$ cat src/rtl/regmove_pkg.sv
package regmove_pkg;

    typedef enum logic [1:0] {
        ST_IDLE,
        ST_MEM,
        ST_HALT
    } state_t;

    typedef enum logic [3:0] {
        K_MOV,
        K_LDM,
        K_STM,
        K_LDI,
        K_STI,
        K_INC,
        K_DEC,
        K_HALT,
        K_BAD
    } kind_t;

    typedef struct packed {
        kind_t      kind;
        logic [2:0] dst;
        logic [2:0] src;
    } dec_t;

    localparam logic [2:0] CODE_ACC = 3'd0;
    localparam logic [2:0] CODE_MEM = 3'd7;
    localparam int         IDX_HI   = 5;
    localparam int         IDX_LO   = 6;

endpackage

$ cat src/rtl/regmove_decode.sv
module regmove_decode
    import regmove_pkg::*;
(
    input  logic [7:0] op,
    output dec_t       dec
);
    logic [1:0] grp;
    logic [2:0] fd;
    logic [2:0] fs;

    assign grp = op[7:6];
    assign fd  = op[5:3];
    assign fs  = op[2:0];

    always_comb begin
        dec.dst  = fd;
        dec.src  = fs;
        dec.kind = K_BAD;
        if (grp == 2'b11) begin
            if (fd == CODE_MEM && fs == CODE_MEM)
                dec.kind = K_HALT;
            else if (fs == CODE_MEM)
                dec.kind = K_LDM;
            else if (fd == CODE_MEM)
                dec.kind = K_STM;
            else
                dec.kind = K_MOV;
        end else if (grp == 2'b00) begin
            unique case (fs)
                3'b110:  dec.kind = (fd == CODE_MEM) ? K_STI : K_LDI;
                3'b000:  dec.kind = (fd == CODE_ACC || fd == CODE_MEM) ? K_BAD : K_INC;
                3'b001:  dec.kind = (fd == CODE_ACC || fd == CODE_MEM) ? K_BAD : K_DEC;
                default: dec.kind = K_BAD;
            endcase
        end
    end
endmodule

$ cat src/rtl/regmove_regfile.sv
module regmove_regfile
    import regmove_pkg::*;
#(
    parameter int DW   = 8,
    parameter int AW   = 14,
    parameter int NREG = 7,
    localparam int RW  = $clog2(NREG + 1)
) (
    input  logic          clk,
    input  logic          rst_n,
    input  logic          we,
    input  logic [RW-1:0] waddr,
    input  logic [DW-1:0] wdata,
    input  logic [RW-1:0] ra,
    output logic [DW-1:0] rdata_a,
    input  logic [RW-1:0] rv,
    output logic [DW-1:0] rdata_v,
    output logic [AW-1:0] ptr
);
    logic [DW-1:0] regs [NREG];

    for (genvar g = 0; g < NREG; g++) begin : g_reg
        always_ff @(posedge clk or negedge rst_n) begin
            if (!rst_n)
                regs[g] <= '0;
            else if (we && waddr == RW'(g))
                regs[g] <= wdata;
        end
    end

    always_comb begin
        rdata_a = '0;
        rdata_v = '0;
        for (int i = 0; i < NREG; i++) begin
            if (ra == RW'(i)) rdata_a = regs[i];
            if (rv == RW'(i)) rdata_v = regs[i];
        end
    end

    assign ptr = {regs[IDX_HI][AW-DW-1:0], regs[IDX_LO]};
endmodule

$ cat src/rtl/regmove_stepper.sv
module regmove_stepper #(
    parameter int DW = 8
) (
    input  logic          clk,
    input  logic          rst_n,
    input  logic [DW-1:0] operand,
    input  logic          down,
    input  logic          upd,
    output logic [DW-1:0] result,
    output logic          zero,
    output logic          sign,
    output logic          parity
);
    assign result = down ? operand - DW'(1) : operand + DW'(1);

    always_ff @(posedge clk or negedge rst_n) begin
        if (!rst_n) begin
            zero   <= 1'b0;
            sign   <= 1'b0;
            parity <= 1'b0;
        end else if (upd) begin
            zero   <= (result == '0);
            sign   <= result[DW-1];
            parity <= ~^result;
        end
    end
endmodule

$ cat src/rtl/regmove_unit.sv
module regmove_unit
    import regmove_pkg::*;
#(
    parameter int DW   = 8,
    parameter int AW   = 14,
    parameter int NREG = 7
) (
    input  logic          clk,
    input  logic          rst_n,
    input  logic          start,
    input  logic [7:0]    opcode,
    input  logic [DW-1:0] imm,
    input  logic [2:0]    reg_sel,
    output logic [DW-1:0] reg_view,
    output logic          zero,
    output logic          sign,
    output logic          parity,
    output logic          mem_req,
    output logic          mem_we,
    output logic [AW-1:0] mem_addr,
    output logic [DW-1:0] mem_wdata,
    input  logic [DW-1:0] mem_rdata,
    input  logic          mem_ready,
    output logic          done,
    output logic          illegal,
    output logic          halt
);
    state_t        state_q, state_d;
    dec_t          dec;
    logic          accept;
    logic          mem_op;
    logic          finish;
    logic          wr_en;
    logic [2:0]    wr_addr;
    logic [DW-1:0] wr_data;
    logic [DW-1:0] src_data;
    logic [DW-1:0] step_res;
    logic [AW-1:0] ptr;
    logic [2:0]    dst_q;
    logic          step_upd;

    regmove_decode u_dec (
        .op  (opcode),
        .dec (dec)
    );

    regmove_regfile #(.DW(DW), .AW(AW), .NREG(NREG)) u_rf (
        .clk     (clk),
        .rst_n   (rst_n),
        .we      (wr_en),
        .waddr   (wr_addr),
        .wdata   (wr_data),
        .ra      (dec.kind == K_INC || dec.kind == K_DEC ? dec.dst : dec.src),
        .rdata_a (src_data),
        .rv      (reg_sel),
        .rdata_v (reg_view),
        .ptr     (ptr)
    );

    regmove_stepper #(.DW(DW)) u_step (
        .clk     (clk),
        .rst_n   (rst_n),
        .operand (src_data),
        .down    (dec.kind == K_DEC),
        .upd     (step_upd),
        .result  (step_res),
        .zero    (zero),
        .sign    (sign),
        .parity  (parity)
    );

    assign accept   = (state_q == ST_IDLE) && start;
    assign mem_op   = (dec.kind == K_LDM) || (dec.kind == K_STM) || (dec.kind == K_STI);
    assign finish   = (state_q == ST_MEM) && mem_ready;
    assign step_upd = accept && (dec.kind == K_INC || dec.kind == K_DEC);
    assign mem_req  = (state_q == ST_MEM);

    // register write port: immediate-path ops at acceptance, loads at ready
    always_comb begin
        wr_en   = 1'b0;
        wr_addr = dec.dst;
        wr_data = src_data;
        if (finish) begin
            wr_en   = !mem_we;
            wr_addr = dst_q;
            wr_data = mem_rdata;
        end else if (accept) begin
            unique case (dec.kind)
                K_MOV:   begin wr_en = 1'b1; wr_data = src_data; end
                K_LDI:   begin wr_en = 1'b1; wr_data = imm;      end
                K_INC,
                K_DEC:   begin wr_en = 1'b1; wr_data = step_res; end
                default: wr_en = 1'b0;
            endcase
        end
    end

    // state register
    always_ff @(posedge clk or negedge rst_n) begin
        if (!rst_n) state_q <= ST_IDLE;
        else        state_q <= state_d;
    end

    // next state
    always_comb begin
        state_d = state_q;
        unique case (state_q)
            ST_IDLE: begin
                if (start && mem_op)               state_d = ST_MEM;
                else if (start && dec.kind == K_HALT) state_d = ST_HALT;
            end
            ST_MEM:  if (mem_ready) state_d = ST_IDLE;
            ST_HALT: state_d = ST_HALT;
            default: state_d = ST_IDLE;
        endcase
    end

    // registered outputs
    always_ff @(posedge clk or negedge rst_n) begin
        if (!rst_n) begin
            done      <= 1'b0;
            illegal   <= 1'b0;
            halt      <= 1'b0;
            mem_we    <= 1'b0;
            mem_addr  <= '0;
            mem_wdata <= '0;
            dst_q     <= '0;
        end else begin
            done    <= finish || (accept && !mem_op && dec.kind != K_HALT);
            illegal <= accept && dec.kind == K_BAD;
            if (accept && dec.kind == K_HALT) halt <= 1'b1;
            if (accept && mem_op) begin
                mem_we    <= (dec.kind != K_LDM);
                mem_addr  <= ptr;
                mem_wdata <= (dec.kind == K_STI) ? imm : src_data;
                dst_q     <= dec.dst;
            end
        end
    end
endmodule

$ cat config.mk
export PLATFORM = sky130hd
export DESIGN_NAME = regmove_unit
export DESIGN_NICKNAME = d
export VERILOG_FILES = /design/src/rtl/regmove_pkg.sv /design/src/rtl/regmove_decode.sv /design/src/rtl/regmove_regfile.sv /design/src/rtl/regmove_stepper.sv /design/src/rtl/regmove_unit.sv
export SDC_FILE = /design/constraint.sdc
export NUM_CORES = 1
export LEC_CHECK = 0
export BUFFER_PORTS_ARGS = -buffer_cell sky130_fd_sc_hd__buf_2
export CORE_MARGIN = 2
export CORE_UTILIZATION = 30
export DETAILED_ROUTE_END_ITERATION = 10
export GPL_TIMING_DRIVEN = 0
export HOLD_SLACK_MARGIN = 0.06
export SLEW_MARGIN = 10
export SYNTH_ARGS = -nofsm -noshare
export SYNTH_HDL_FRONTEND = slang
export SYNTH_SLANG_ARGS = --single-unit
$ cat constraint.sdc
create_clock -name clk -period 3.7 [get_ports clk]
set_input_delay 0.185 -clock clk [delete_from_list [all_inputs] [get_ports clk]]
set_output_delay 0.185 -clock clk [all_outputs]
set_load 0.02 [all_outputs]
== Word level (Yosys, flattened, before mapping) ==
Index checks and enable logic that the tools add are counted.

* Word-level logic and storage cells: 132
* Flip-flop bits (word level): 90
* Input port bits: 31
* Output and inout bits: 38

* $add $sub $neg: 2
* Reductions and logical operators: 38
* Mux-type cells: 37
* Eq/ne operators: 37

{| class="wikitable"
|+ Operator list
! operator !! number
|-
| $mux 8 || 18
|-
| $eq 3x3->1 const B || 12
|-
| $mux 4 || 6
|-
| $eq 3x2->1 const B || 6
|-
| $logic_and 1x1->1 || 18
|-
| $eq 4x3->1 const B || 4
|-
| $pmux 8 s2 || 1
|-
| $logic_not 3->1 || 5
|-
| $eq 3x1->1 const B || 4
|-
| $pmux 4 s3 || 1
|-
| $mux 3 || 3
|-
| $add 8x1->8 const B || 1
|-
| $eq 4x2->1 const B || 2
|-
| $logic_not 8->1 || 1
|-
| $mux 2 || 4
|-
| $reduce_xnor 8->1 || 1
|-
| $sub 8x1->8 const B || 1
|-
| $pmux 2 s3 || 1
|-
| $logic_or 1x1->1 || 5
|-
| $eq 2x2->1 const B || 2
|-
| $eq 4x1->1 const B || 1
|-
| $eq 4x4->1 const B || 1
|-
| $logic_not 2->1 || 2
|-
| $logic_not 4->1 || 1
|-
| 10 further kinds || 13
|}

== Depth between registers and ports, before layout ==
* Word-level depth: 22
* Depth in mapped cells: 22

== Cells and area by module ==
Synthesis repeated with hierarchy kept, for this count alone.

* Cells, all modules: 531
* Area total of the unflattened synthesis: 5798.1 um^2

{| class="wikitable"
|+ By module, submodules not included
! module !! area an instance (um^2) !! times used !! cells each
|-
| regmove_regfile || 3407.0 || 1 || 298
|-
| regmove_unit || 1689.1 || 1 || 148
|-
| regmove_stepper || 524.3 || 1 || 59
|-
| regmove_decode || 177.7 || 1 || 26
|}

== Worst setup path before layout ==
OpenSTA, ideal clock, no wires.

* Path kind: input to register
* From: in opcode[5]
* To: reg u_step.parity
* Stages: 21
* Setup slack: -0.774 ns
* Arrival time: 4.338 ns
* Buffers on the path: 1
* Setup time: 0.136 ns
* Data required time: 3.564 ns
* Cells stage by stage: buf_6 -> or3_4 -> and3_4 -> o31a_4 -> a222oi_1 -> o21ai_0 -> nor2_1 -> inv_1 -> ha_1 -> a21o_1 -> a21oi_1 -> o21ai_0 -> a21o_1 -> a21oi_1 -> nor3b_2 -> a22oi_4 -> xnor2_2 -> ha_1 -> xnor2_1 -> xnor2_1 -> o21ai_0

* Longest elaborated chain between the ends: 20
* Elaborated cells on any way between the ends: 36
* Those cells by class: add/sub (2); eq/ne (9); mux (18); reduce/logical (7)

{| class="wikitable"
|+ Ends and longest elaborated chain
! what !! RTL line !! text
|-
| from (decl) || regmove_unit.sv:11 || <nowiki>input logic [7:0] opcode,</nowiki>
|-
| $eq 3x3->1 or $logic_not 3->1 (tied branches) || -- ||
|-
| $logic_or 1x1->1 || regmove_decode.sv:31, regmove_decode.sv:32 ||
|-
| $mux 4 (on tied branches) || regmove_decode.sv:31, regmove_decode.sv:32 ||
|-
| $pmux 4 s3 || regmove_decode.sv:29 || <nowiki>unique case (fs)</nowiki>
|-
| $mux 4 || regmove_decode.sv:28 || <nowiki>end else if (grp == 2'b00) begin</nowiki>
|-
| $mux 4 || regmove_decode.sv:19 || <nowiki>if (grp == 2'b11) begin</nowiki>
|-
| $eq 4x3->1 (on tied branches) || regmove_unit.sv:53, regmove_unit.sv:75, regmove_unit.sv:64 ||
|-
| $logic_or 1x1->1 || regmove_unit.sv:53, regmove_unit.sv:75 ||
|-
| $mux 3 || regmove_unit.sv:53 || <nowiki>.ra (dec.kind == K_INC || dec.kind == K_DEC ? dec.dst : dec.src),</nowiki>
|-
| $logic_not 3->1 || regmove_regfile.sv:35 || <nowiki>if (ra == RW'(i)) rdata_a = regs[i];</nowiki>
|-
| $mux 8 (7 in series) || regmove_regfile.sv:35 ||
|-
| $add 8x1->8 or $sub 8x1->8 (tied branches) || regmove_stepper.sv:14 || <nowiki>assign result = down ? operand - DW'(1) : operand + DW'(1);</nowiki>
|-
| $mux 8 || regmove_stepper.sv:14 ||
|-
| $reduce_xnor 8->1 || regmove_stepper.sv:24 || <nowiki>parity <= ~^result;</nowiki>
|-
| to (signal assigned) || regmove_stepper.sv:24 ||
|-
| to (decl) || regmove_stepper.sv:12 || <nowiki>output logic parity</nowiki>
|}

Parallel ways exist; a longest one is shown, timed or not.
A chain may end at the register's enable or synchronous reset.

== Worst setup path after layout ==
Same ends and word-level chain as after synthesis.

==> impl_metrics.env <==
export IMPL_status="finished, violations left"
export IMPL_violations="negative setup slack"
export IMPL_drv_slew=0
export IMPL_final_nets=792
export IMPL_synthTopCellsByArea="dfrtp_1 (38%), mux2_2 (6.3%), nand2_1 (6.3%)"
export IMPL_critPathMaxFanout=8
export IMPL_drive_above_1_share=0.3152
export IMPL_via_count=5438
export IMPL_grt_use_total=0.1865
export IMPL_globalplace_congestion=0.9209
export IMPL_cts_tree="yes"
export IMPL_totalWireLength_um=19390
export IMPL_ys_ff_latch=90
export IMPL_r2r_cells=17
export IMPL_fin_tns_setup_ns=-2.348
export IMPL_clk_latency_ns=0.35
export IMPL_yosysUniqueCellTypes=76
export IMPL_route_antenna_remaining_nets=0
export IMPL_rsz0062_at_grt="true"
export IMPL_slew_headroom=0.3897
export IMPL_viasPerCell=5.326
export IMPL_dp_cells=969
export IMPL_die_h_um=144.3
export IMPL_critPathMostFrequentCell="inv_1"
export IMPL_async_reset_ff_frac=1.000
export IMPL_yosysTopAreaCellShare=0.3813
export IMPL_p_leak_nw=3.501
export IMPL_root_buffer="clkbuf_16"
export IMPL_rows=51
export IMPL_critPathSlowestCell="or3_4"
export IMPL_hold_viol=0
export IMPL_route_detailed_drc=0
export IMPL_synth_yosys_seq_area_share=0.3813
export IMPL_path_class="in -> reg"
export IMPL_skew_ns=0.005567
export IMPL_synth_edff_count=0
export IMPL_worst_slew_pin_slew_ns=0.9155
export IMPL_drt_initial_drc_count=414
export IMPL_synth_most_common_cell="nand2_1"
export IMPL_grt_pass1_vias=5316
export IMPL_crit_arrival_ns=4.17
export IMPL_chipWidth_um=144.3
export IMPL_crit_required_ns=3.91
export IMPL_yosysTopAreaCell="dfrtp_1"
export IMPL_clkTransAtPathRegs_ns=0.07
export IMPL_gr_total_overflow=0
export IMPL_die_area_um2=20830
export IMPL_synth_nets=680
export IMPL_dpl_hpwl_um=13960
export IMPL_cap_violations=0
export IMPL_fill_cells=1980
export IMPL_port_buffers=65
export IMPL_yosys_warnings=0
export IMPL_hold_start="mem_ready"
export IMPL_fin_crit_sh=1.069
export IMPL_antenna_found_initial=0
export IMPL_cp_start_kind="primary input"
export IMPL_grt_max_degree=51
export IMPL_worst_slack_ns=-0.2553
export IMPL_power_density_nw_per_um2=413.0
export IMPL_firstDrtPassIters=6
export IMPL_ioPinCount=69
export IMPL_cts_sink_count=90
export IMPL_htree_levels=3
export IMPL_total_power_w=0.003115
export IMPL_routedWlPerCell_um=18.99
export IMPL_numCtsBuffers=9
export IMPL_core_um2=19400
export IMPL_startpoint="opcode[5]"
export IMPL_ys_flop_type="dfrtp_1"
export IMPL_pre_cts_ws_ns=-1.387
export IMPL_hp_class="in -> reg"
export IMPL_setup_violations=22
export IMPL_holdPathStages=3
export IMPL_cpPeakStageDelay_ns=0.38
export IMPL_peakVddDrop_uv=162.2
export IMPL_syn_area_um2=5907
export IMPL_synth_area_per_cell_um2=9.258
export IMPL_grt_pass1_wl_um=29530
export IMPL_crit_chain="buf_12 -> or3_4 -> and3_4 -> buf_8 -> a22o_4 -> buf_4 -> a222oi_1 -> a21boi_2 -> inv_1 -> ha_1 -> inv_1 -> o21ai_2 -> a21o_1 -> a21oi_2 -> nor3b_4 -> a22oi_4 -> xnor2_4 -> ha_4 -> xnor2_2 -> xnor2_1 -> o21ai_1"
export IMPL_initial_core_util=0.3045
export IMPL_end_kind="register"
export IMPL_synthCells=638
export IMPL_yosys_top_cells_count="nand2_1 (99), dfrtp_1 (90), nor2_1 (56)"
export IMPL_fin_crit_ns=3.955
export IMPL_finalNonFillerCells=1021
export IMPL_fmax_ghz=0.2528
export IMPL_fin_util=0.3888
export IMPL_r2r_start="u_rf.regs[35]"
export IMPL_cts_buffer_depth=2
export IMPL_syn2layout_area_growth_pct=27.68
==> sequential cells by signal, summed over array words and instances, names as in the netlist <==
register and cells:
mem_addr 14, u_step.sign 1, state_q 2, mem_we 1, u_step.zero 1, u_rf.regs 42
halt 1, dst_q 3, u_step.parity 1, u_rf.ptr 14, mem_wdata 8, done 1
illegal 1
==> layer usage <==
layer	part of all wire	vias to the layer above	global-route usage
li1	-	2543	-
met1	0.42	2662	0.2353
met2	0.49	198	0.3183
met3	0.058	35	0.02947
met4	0.030	0	0.07665
met5	0	-	0
==> stage by stage <==
stage | hold WS (ns) | instance area, um^2
2_1_floorplan | -0.1106 | 6022
3_3_place_gp | 0.4437 | 6679
6_report | 0.1165 | 7542
4_1_cts | 0.1149 | 7278
5_1_grt | 0.1324 | 7540
3_5_place_dp | 0.2209 | 6709
==> repair_timing <==
| action | in CTS | in global routing |
|---|---|---|
| hold buffers | 1 | 0 |
| setup buffers | 21 | 16 |
| endpoints found under the hold margin | 40 | 0 |
| resized for setup | 21 | 38 |
| pin swaps | 24 | 25 |
| setup endpoints to repair | 49 | 49 |
==> worst max-delay path, delay by kind of cell <==
| kind | cells | cell delay (ns) |
|---|---|---|
| adders and majority gates | 2 | 0.57 |
| AOI/OAI and AO/OA | 8 | 1.47 |
| xor gates and xnor gates | 3 | 0.49 |
| buffers and inverters | 5 | 0.61 |
| and+or+nand+nor | 3 | 0.84 |
==> power breakdown <==
part | switching (W) | internal [W] | total (W) | leakage [nW]
Sequential | 0.000153 | 0.00115 | 0.00130 | 1.21
Combinational | 0.000508 | 0.000395 | 0.000903 | 2.16
Clock | 0.000429 | 0.000481 | 0.000910 | 0.136
==> area by class of cell <==
type	count	area [um^2]	share of cell area
Clock buffer	10	239.0	0.03169
Clock inverter	6	46.29	0.006138
Antenna cell	1	2.502	0.0003318
Sequential cell	90	2252	0.2986
Tap cell	265	331.6	0.04396
Inverter	14	52.55	0.006967
Timing Repair Buffer	104	688.2	0.09124
Buffer	32	183.9	0.02439
Multi-Input combinational cell	499	3746	0.4967
==> worst paths after layout <==
check	slack, ns	end
min in group asynchronous	0.37	mem_addr[2]
worst max-delay path	-0.26	u_step.parity
worst min register to register	0.46	halt
worst max register to register	0.12	u_step.parity
max in group asynchronous	2.68	u_rf.regs[31]
worst min-delay path	0.12	state_q[0]
==> kinds of logic (layout without fill, tap and decap cells) <==
group,after synthesis,count (layout),share of synthesized area
other,0,1,0
AND/OR/NAND/NOR,244,244,0.1981
buffers and inverters,49,166,0.03749
adder cells (fa/ha/maj),11,11,0.02457
multiplexers,77,77,0.1574
AO/OA/AOI/OAI,157,157,0.1851
XOR/XNOR,10,10,0.01610
flip-flops,90,90,0.3813
==> layout by cell type, fill, tap and decap left out, drive strengths merged, types with 17 or more instances in the layout <==
cell type    n
mux2        37
clkbuf      29
a21oi       34
o21ai       47
inv         17
dfrtp       90
buf        116
nor2        56
mux2i       32
nand2       99
No activity file was read; power rests on OpenSTA's default activity.
